File: src/rtl/ep0_seq_pkg.sv
package ep0_seq_pkg;
    localparam int LEN_W = 16;

    typedef enum logic [1:0] {
        ST_IDLE  = 2'd0,
        ST_DATA  = 2'd1,
        ST_HSTAT = 2'd2,
        ST_DSTAT = 2'd3
    } stage_e;

    typedef struct packed {
        logic tx_load;
        logic tx_en;
        logic tx_clr;
        logic rx_clr;
        logic rx_en;
        logic stall;
    } cmd_t;

    localparam logic [7:0] REQ_SET_CFG = 8'd9;
endpackage

File: src/rtl/ep0_setup_decode.sv
module ep0_setup_decode
    import ep0_seq_pkg::*;
(
    input  logic [63:0]      word_i,
    output logic             dir_in_o,
    output logic             bad_o,
    output logic [LEN_W-1:0] wlen_o,
    output logic             set_cfg_o,
    output logic             cfg_nz_o
);
    logic [1:0] req_type;

    always_comb begin
        req_type  = word_i[6:5];
        dir_in_o  = word_i[7];
        bad_o     = (req_type == 2'b11);
        wlen_o    = word_i[63:48];
        set_cfg_o = (req_type == 2'b00) && (word_i[15:8] == REQ_SET_CFG);
        cfg_nz_o  = (word_i[23:16] != 8'd0);
    end
endmodule

File: src/rtl/ep0_pkt_sizer.sv
module ep0_pkt_sizer
    import ep0_seq_pkg::*;
#(
    parameter int MAX_PKT = 64,
    parameter int PKT_W   = $clog2(MAX_PKT + 1)
) (
    input  logic [LEN_W-1:0] total_i,
    input  logic [LEN_W-1:0] sent_i,
    input  logic [LEN_W-1:0] wlen_i,
    input  logic [PKT_W-1:0] last_i,
    output logic [PKT_W-1:0] pkt_o,
    output logic             done_o
);
    localparam logic [LEN_W-1:0] MPS_L = LEN_W'(MAX_PKT);
    localparam logic [PKT_W-1:0] MPS_P = PKT_W'(MAX_PKT);

    logic [LEN_W-1:0] remain;

    always_comb begin
        remain = total_i - sent_i;
        pkt_o  = (remain > MPS_L) ? MPS_P : PKT_W'(remain);
        done_o = (sent_i == total_i) &&
                 ((total_i == wlen_i) || (last_i != MPS_P));
    end
endmodule

File: src/rtl/ep0_ctrl_seq.sv
module ep0_ctrl_seq
    import ep0_seq_pkg::*;
#(
    parameter int MAX_PKT = 64,
    localparam int PKT_W  = $clog2(MAX_PKT + 1)
) (
    input  logic             clk,
    input  logic             rst_n,
    input  logic             setup_pending,
    input  logic [63:0]      setup_word,
    input  logic [15:0]      resp_len,
    input  logic             dev_addressed,
    input  logic             tx_ack,
    input  logic             tx_stall,
    input  logic             rx_ack,
    input  logic             rx_stall,
    output logic             tx_load,
    output logic [PKT_W-1:0] tx_len,
    output logic             tx_en,
    output logic             tx_clr,
    output logic             rx_clr,
    output logic             rx_en,
    output logic             ep_stall,
    output logic             configured,
    output logic [1:0]       stage
);
    typedef struct packed {
        stage_e           stage;
        logic             cfgd;
        logic             got;
        logic [63:0]      setup;
        logic [LEN_W-1:0] total;
        logic [LEN_W-1:0] wlen;
        logic [LEN_W-1:0] sent;
        logic [PKT_W-1:0] last;
        cmd_t             cmd;
    } regs_t;

    regs_t q, d;

    logic             dec_in, dec_bad, dec_setcfg, dec_cfgnz;
    logic [LEN_W-1:0] dec_wlen, clamp_len;
    logic [LEN_W-1:0] sz_total, sz_sent, sz_wlen;
    logic [PKT_W-1:0] sz_pkt;
    logic             sz_done;

    ep0_setup_decode u_dec (
        .word_i    (q.setup),
        .dir_in_o  (dec_in),
        .bad_o     (dec_bad),
        .wlen_o    (dec_wlen),
        .set_cfg_o (dec_setcfg),
        .cfg_nz_o  (dec_cfgnz)
    );

    always_comb begin
        clamp_len = (resp_len > dec_wlen) ? dec_wlen : resp_len;
        if (q.stage == ST_DATA) begin
            sz_total = q.total;
            sz_sent  = q.sent + LEN_W'(q.last);
            sz_wlen  = q.wlen;
        end else begin
            sz_total = clamp_len;
            sz_sent  = '0;
            sz_wlen  = dec_wlen;
        end
    end

    ep0_pkt_sizer #(.MAX_PKT(MAX_PKT), .PKT_W(PKT_W)) u_size (
        .total_i (sz_total),
        .sent_i  (sz_sent),
        .wlen_i  (sz_wlen),
        .last_i  (q.last),
        .pkt_o   (sz_pkt),
        .done_o  (sz_done)
    );

    always_comb begin
        d     = q;
        d.cmd = '0;
        if (setup_pending) begin
            d.got   = 1'b1;
            d.setup = setup_word;
            d.stage = ST_IDLE;
        end else if (q.got) begin
            d.got = 1'b0;
            if (dec_bad) begin
                d.cmd.stall = 1'b1;
            end else if (!dec_in) begin
                if (dec_wlen != '0) begin
                    d.cmd.stall = 1'b1;
                end else begin
                    if (dec_setcfg) begin
                        if (dec_cfgnz && dev_addressed && !q.cfgd) begin
                            d.cfgd = 1'b1;
                        end else if (!dec_cfgnz && q.cfgd) begin
                            d.cfgd = 1'b0;
                        end
                    end
                    d.cmd.tx_clr = 1'b1;
                    d.cmd.tx_en  = 1'b1;
                    d.stage      = ST_DSTAT;
                end
            end else begin
                d.total       = clamp_len;
                d.wlen        = dec_wlen;
                d.sent        = '0;
                d.last        = sz_pkt;
                d.cmd.tx_load = 1'b1;
                d.cmd.tx_en   = 1'b1;
                d.stage       = ST_DATA;
            end
        end else begin
            unique case (q.stage)
                ST_DATA: begin
                    if (tx_stall) begin
                        d.stage = ST_IDLE;
                    end else if (tx_ack) begin
                        d.sent = sz_sent;
                        if (sz_done) begin
                            d.cmd.rx_clr = 1'b1;
                            d.cmd.rx_en  = 1'b1;
                            d.stage      = ST_HSTAT;
                        end else begin
                            d.last        = sz_pkt;
                            d.cmd.tx_load = 1'b1;
                            d.cmd.tx_en   = 1'b1;
                        end
                    end
                end
                ST_HSTAT: begin
                    if (rx_ack || rx_stall) begin
                        d.stage = ST_IDLE;
                    end
                end
                ST_DSTAT: begin
                    if (tx_stall || rx_stall) begin
                        d.stage = ST_IDLE;
                    end else if (rx_ack) begin
                        d.cmd.rx_clr = 1'b1;
                        d.cmd.stall  = 1'b1;
                        d.stage      = ST_IDLE;
                    end else if (tx_ack) begin
                        d.stage = ST_IDLE;
                    end
                end
                default: d.stage = ST_IDLE;
            endcase
        end
        if (!dev_addressed) begin
            d.cfgd = 1'b0;
        end
    end

    always_ff @(posedge clk) begin
        if (!rst_n) begin
            q <= '0;
        end else begin
            q <= d;
        end
    end

    assign tx_load    = q.cmd.tx_load;
    assign tx_en      = q.cmd.tx_en;
    assign tx_clr     = q.cmd.tx_clr;
    assign rx_clr     = q.cmd.rx_clr;
    assign rx_en      = q.cmd.rx_en;
    assign ep_stall   = q.cmd.stall;
    assign tx_len     = q.last;
    assign configured = q.cfgd;
    assign stage      = q.stage;
endmodule

File: config.mk
export PLATFORM = sky130hd
export DESIGN_NAME = ep0_ctrl_seq
export DESIGN_NICKNAME = d
export VERILOG_FILES = /design/src/rtl/ep0_seq_pkg.sv /design/src/rtl/ep0_setup_decode.sv /design/src/rtl/ep0_pkt_sizer.sv /design/src/rtl/ep0_ctrl_seq.sv
export SDC_FILE = /design/constraint.sdc
export NUM_CORES = 1
export LEC_CHECK = 0
export BUFFER_PORTS_ARGS = -buffer_cell sky130_fd_sc_hd__buf_2
export CAP_MARGIN = 5
export CORE_ASPECT_RATIO = 1.5
export CORE_UTILIZATION = 45
export CTS_BUF_LIST = sky130_fd_sc_hd__clkbuf_8
export CTS_CLUSTER_SIZE = 10
export DETAILED_ROUTE_END_ITERATION = 7
export PLACE_DENSITY_LB_ADDON = 0.05
export SLEW_MARGIN = 20
export SYNTH_ARGS = -nofsm -noshare
export SYNTH_HDL_FRONTEND = slang
export SYNTH_SLANG_ARGS = --single-unit
File: constraint.sdc
create_clock -name clk -period 5.6 [get_ports clk]
set_clock_uncertainty 0.2 [all_clocks]
set_input_delay 0.28 -clock clk [delete_from_list [all_inputs] [get_ports clk]]
set_output_delay 0.28 -clock clk [all_outputs]
set_load 0.05 [all_outputs]
; Yosys cells after proc, flatten, opt, wreduce, memory -nomap -nowiden
; Index checks and enable logic that the tools add are counted.
[totals]
register_bits = 129
out_inout_bits = 16
wordCells = 112
[op_classes]
n_addsub = 2
n_lt_le_gt_ge = 2
n_eq_ne = 17
mux = 43
n_bitwise = 8
reduce_logical = 26
[ops]
columns = operator, count
row1 = 2-to-1 mux 25 bit, 4
row2 = 2-to-1 mux 16 bit, 4
row3 = equality test 16 bit, 2
row4 = 2-to-1 mux 2 bit, 13
row5 = 2-to-1 mux 26 bit, 1
row6 = 2-to-1 mux 24 bit, 1
row7 = adder 16 x 7 -> 16 bit, 1
row8 = greater-than comparator 16 bit, 1
row9 = "greater-than comparator 16 x 7 -> 1 bit, second input constant", 1
row10 = nonzero test 16 bit, 1
row11 = subtractor 16 bit, 1
row12 = 2-to-1 mux 1 bit, 14
row13 = AND reduction 7 bit, 2
row14 = AND reduction 6 bit, 2
row15 = 2-to-1 mux 9 bit, 1
row16 = "equality test 8 x 4 -> 1 bit, second input constant", 1
row17 = "!= test 4 bit, second input constant", 2
row18 = inverter 1 bit, 8
row19 = nonzero test 8 bit, 1
row20 = 2-to-1 mux 7 bit, 1
row21 = "!= test 7 bit, second input constant", 1
row22 = "equality test 2 bit, second input constant", 3
row23 = 2-to-1 mux 3 bit, 2
row24 = "!= test 2 bit, second input constant", 3
row25 = other kinds (17), 27

; Logic depth before layout (Yosys ltp)
[logic_depth]
word_depth = 11
mapped_depth = 22

; By module
; From an unflattened synthesis, not the netlist that was laid out.
[unflattened]
cells_unflattened = 901
hier_area_um2 = 7408.4
[modules_own_cells]
columns = mod, n_inst, cells_per_inst, area_each_um2, seq_area_each_um2
row1 = ep0_ctrl_seq, 1, 721, 6114.6, 2582.5
row2 = ep0_pkt_sizer, 1, 156, 1117.3, 0.0
row3 = ep0_setup_decode, 1, 24, 176.4, 0.0

; Least setup slack after synthesis
; No wires, ideal clock.
[synth_path]
kind = reg2reg
start = register q[124] (netlist name)
end = register q, in the netlist tx_len[6]
setup_time_ps = 120
t_arrival_ps = 4446
t_required_ps = 5280
slack_ps = 834
path_stages_with_launch = 21
cell_sequence = dfxtp_1 -> clkbuf_1 -> inv_1 -> ha_1 -> and4_1 -> a221o_1 -> a211o_2 -> nand2_1 -> buf_2 -> buf_2 -> a21oi_1 -> a21oi_1 -> ha_1 -> and2b_1 -> o2111ai_1 -> nand2_1 -> xor2_1 -> o41a_1 -> nor3_2 -> o211ai_2 -> o31a_1
[synth_between]
elab_chain_cells = 11
elab_cells_between_ends = 20
classes_between = 1 x add/sub / 2 x order compare / 3 x eq/ne / 11 x mux / 3 x reduce/logical
[synth_lines]
columns = element, line
row1 = "start, declared", ep0_ctrl_seq.sv:39  ; regs_t q, d;
row2 = "start signal, assigned", ep0_ctrl_seq.sv:157  ; q <= '0;
row3 = "start signal, assigned", ep0_ctrl_seq.sv:159  ; q <= d;
row4 = greater-than comparator 16 bit, ep0_ctrl_seq.sv:57  ; clamp_len = (resp_len > dec_wlen) ? dec_wlen : resp_len;
row5 = 2-to-1 mux 16 bit, ep0_ctrl_seq.sv:57
row6 = 2-to-1 mux 16 bit, ep0_ctrl_seq.sv:58  ; if (q.stage == ST_DATA) begin
row7 = subtractor 16 bit, ep0_pkt_sizer.sv:20  ; remain = total_i - sent_i;
row8 = greater-than comparator 16 x 7 -> 1 bit, ep0_pkt_sizer.sv:21  ; pkt_o = (remain > MPS_L) ? MPS_P : PKT_W'(remain);
row9 = 2-to-1 mux 7 bit, ep0_pkt_sizer.sv:21
row10 = 2-to-1 mux 9 bit, ep0_ctrl_seq.sv:120  ; if (sz_done) begin
row11 = 2-to-1 mux 25 bit, ep0_ctrl_seq.sv:118  ; end else if (tx_ack) begin
row12 = 2-to-1 mux 25 bit, ep0_ctrl_seq.sv:116  ; if (tx_stall) begin
row13 = 2-to-1 mux 25 bit, ep0_ctrl_seq.sv:114  ; unique case (q.stage)
row14 = 2-to-1 mux 25 bit, ep0_ctrl_seq.sv:85  ; end else if (q.got) begin
; Several ways; a longest one is shown, not always the timed one. The select of a mux whose other input is x is not followed.
; A chain may end at the register's enable or synchronous reset.

; Worst setup path in the final report
[layout_path]
start = register q[119] (netlist name)
end = register q, in the netlist tx_len[5]
; The elaborated chain is that of the path after synthesis.

==> flow_summary.toml <==
[outcome]
status = "finished clean"

[global_route]
use_met3 = 0.0315
use_met2 = 0.473
grt_max_degree = 49
busiest_layer = "met2"
grt_pass1_wl_um = 29500
grt_use_total = 0.253
grt_use_met1 = 0.285
antenna_found_initial = 0
overflow = 0
grt_pass1_vias = 6062

[clocking]
cts.htree.levels = 3
clock-root-buffer = "clkbuf_8"
cts_buffers = 9
clk_latency_ps = 380
cts_buffer_depth = 2
cts_tree = "yes"
cts.sinks = 100
clk_pin_slew_ps = 120
postCtsSetupBuffers = 0

[yosys]
synthSimpleGateAreaFrac = 0.227
synth_top_family_by_area = "simple AND/OR/NAND/NOR gates"
syn_area_mm2 = 0.00645
ys_ff_latch = 100
synth.avg_cell_area_um2 = 7.90
synth_fa_ha_area_frac = 0.0799
ys.flop_type = "dfxtp_1"
ys_async_sr_fraction = 0
yosys-mux-area-fraction = 0.0591
synth_xor_area_frac = 0.0706
synth_cells = 817
synth-compound-area-share = 0.201
synth_nets = 945
yosysSeqAreaShare = 0.310
yosysWarnings = 0
synth_edf_count = 0
synth.distinct_cells = 70

[floorplanning]
pin_count = 104
rows = 53
core_area_mm2 = 0.0140
dieArea_mm2 = 0.0148
die_w_um = 99.8
start_util = 0.461
die_h_um = 149

[route]
dr.pass1.iters = 4
antenna_left = 0
first_iter_violations = 306
drc = 0
finalWirelength_um = 18400
wl_per_cell_um = 16.8
vias = 6235
viasPerCell = 5.67

[layout]
multi_input_area_mm2 = 0.00412
fin_area_mm2 = 0.00752
final_cell_mix = "nor2_1 (113), dfxtp_1 (100), a21oi_1 (84)"
instances_no_fill = 1100
regArea_mm2 = 0.00200
fill_cells = 1372
nets = 1031
syn2layout_area_growth_pct = 16.6
drive_gt1_frac = 0.134
layout_commonest_cell = "nor2_1"
n_antenna_cell = 0

[pwr]
p_per_area_mw_per_mm2 = 222
ir_drop_mv = 0.127
power_leakage_uw = 0.00322

[place]
dp_cells = 1045
portBuffers = 74
hpwlAfterDp_um = 14100
globalplace.congestion = 1.03
place_area_mm2 = 0.00693
dp_slack_ps = 377

[timing]
drv_slew = 0
max_freq_mhz = 190
worstMarginPinSlew_ps = 1010
timing_hold_violations_final = 0
setup_tns_ps = 0
setup_viol = 0
min_period_ps = 5250
period_share = 0.938
fin_ws_ps = 346
slew_headroom = 0.330

[worst_hold_path]
hp-class = "in -> reg"

[critical_path]
arrival_ps = 5310
critPathLaunchType = "flip-flop"
critical_path.max_fanout = 26
worstPathRequired_ps = 5650
crit_path_end_kind = "flip-flop"
crit_type = "reg -> reg"

[run]
cap_violations = 0
## through the flow
stage	hold WS [ps]	total power [uW]	util
finish	33.8	1670	0.538
global route	25.2	1760	0.538
CTS	8.42	1680	0.537
detailed placement	248	1190	0.496
global placement	242	1180	0.496
floorplan	198	1070	-
## kinds of logic (layout without fill, tap and decap cells)
kind of cell               count (synthesis)  count (layout)
adders and majority gates                 40              40
DFF                                      100             100
AOI/OAI and AO/OA                        199             199
muxes                                     38              38
buffers and inverters                     79             170
xor gates and xnor gates                  52              52
and+or+nand+nor                          309             309
## where the power goes
part	switching [uW]	internal, uW	leakage [uW]
Sequential	20.0	730	0.000813
Clock	289	174	0.0000971
Combinational	269	190	0.00231
Total	577	1090	0.00322
## path summary, 6_finish.rpt
path              startpoint  slack (ps)         end  cells after the start
setup reg to reg      q[119]         350   tx_len[5]                     20
hold / removal      rx_stall          30      rx_clr                      4
hold reg to reg   configured         260  configured                      2
setup / recovery      q[119]         350   tx_len[5]                     20
## critical path, stage by stage (launching register included)
cell and delay, ps:
dfxtp_1 440, inv_1 90, ha_1 310, and3_4 210
a221oi_2 250, a21oi_1 150, a211o_2 370, nand2_1 150
buf_6 230, nor2_1 60, a21oi_1 200, a21oi_1 130
ha_1 420, a21o_1 230, a21oi_2 240, nand2_1 140
a211o_1 290, a211o_1 340, and4_1 220, o211ai_2 340
o21ai_1 140
## registers in the layout (all words and copies together) (netlist names)
| register | flops |
|---|---|
| configured | 1 |
| ep_stall | 1 |
| q | 84 |
| rx_clr | 1 |
| rx_en | 1 |
| stage | 2 |
| tx_clr | 1 |
| tx_en | 1 |
| tx_len | 7 |
| tx_load | 1 |
## synth_stat cells (3+ instances only)
master	n	area, um^2
nand3_1	21	105
a31oi_1	6	37.5
nand4_1	13	81.3
buf_1	3	11.3
clkbuf_1	35	131
xor2_1	38	333
o21ai_0	18	90.1
o211ai_1	8	60.1
buf_2	4	20.0
or3_1	6	37.5
o21ai_1	3	15.0
o21a_1	4	30.0
mux2i_1	37	370
inv_1	27	101
nand2_1	83	312
a21o_1	14	105
a21oi_1	85	425
nor2_1	113	424
a22oi_1	6	45.0
xnor2_1	14	123
buf_4	9	67.6
nor3_1	16	80.1
and2_1	6	37.5
a211oi_1	20	150
nor4_1	18	113
and4_1	4	35.0
dfxtp_1	100	2000
o21bai_1	3	22.5
a211o_1	3	26.3
nand2b_1	6	37.5
ha_1	38	475
o31ai_1	5	37.5
## layout make-up
class	count	area share
Clock buffer	9	0.0165
Clock inverter	7	0.00881
Inverter	27	0.0135
Multi-Input combinational cell	638	0.548
Sequential cell	100	0.266
Tap cell	192	0.0319
Timing Repair Buffer	127	0.116
## per-layer routing
layer | routed length (um) | vias to the layer above
met4 | 569 | 0
met2 | 9630 | 188
met3 | 715 | 36
met5 | 0 | -
li1 | - | 3073
met1 | 7530 | 2938
## timing repair
action / in CTS / in global routing
setup endpoints to repair: 0 / 7
endpoints found under the hold margin: 38 / 0
resized for setup: 0 / 3
hold buffers: 39 / 0
No activity file was read; power rests on OpenSTA's default activity.
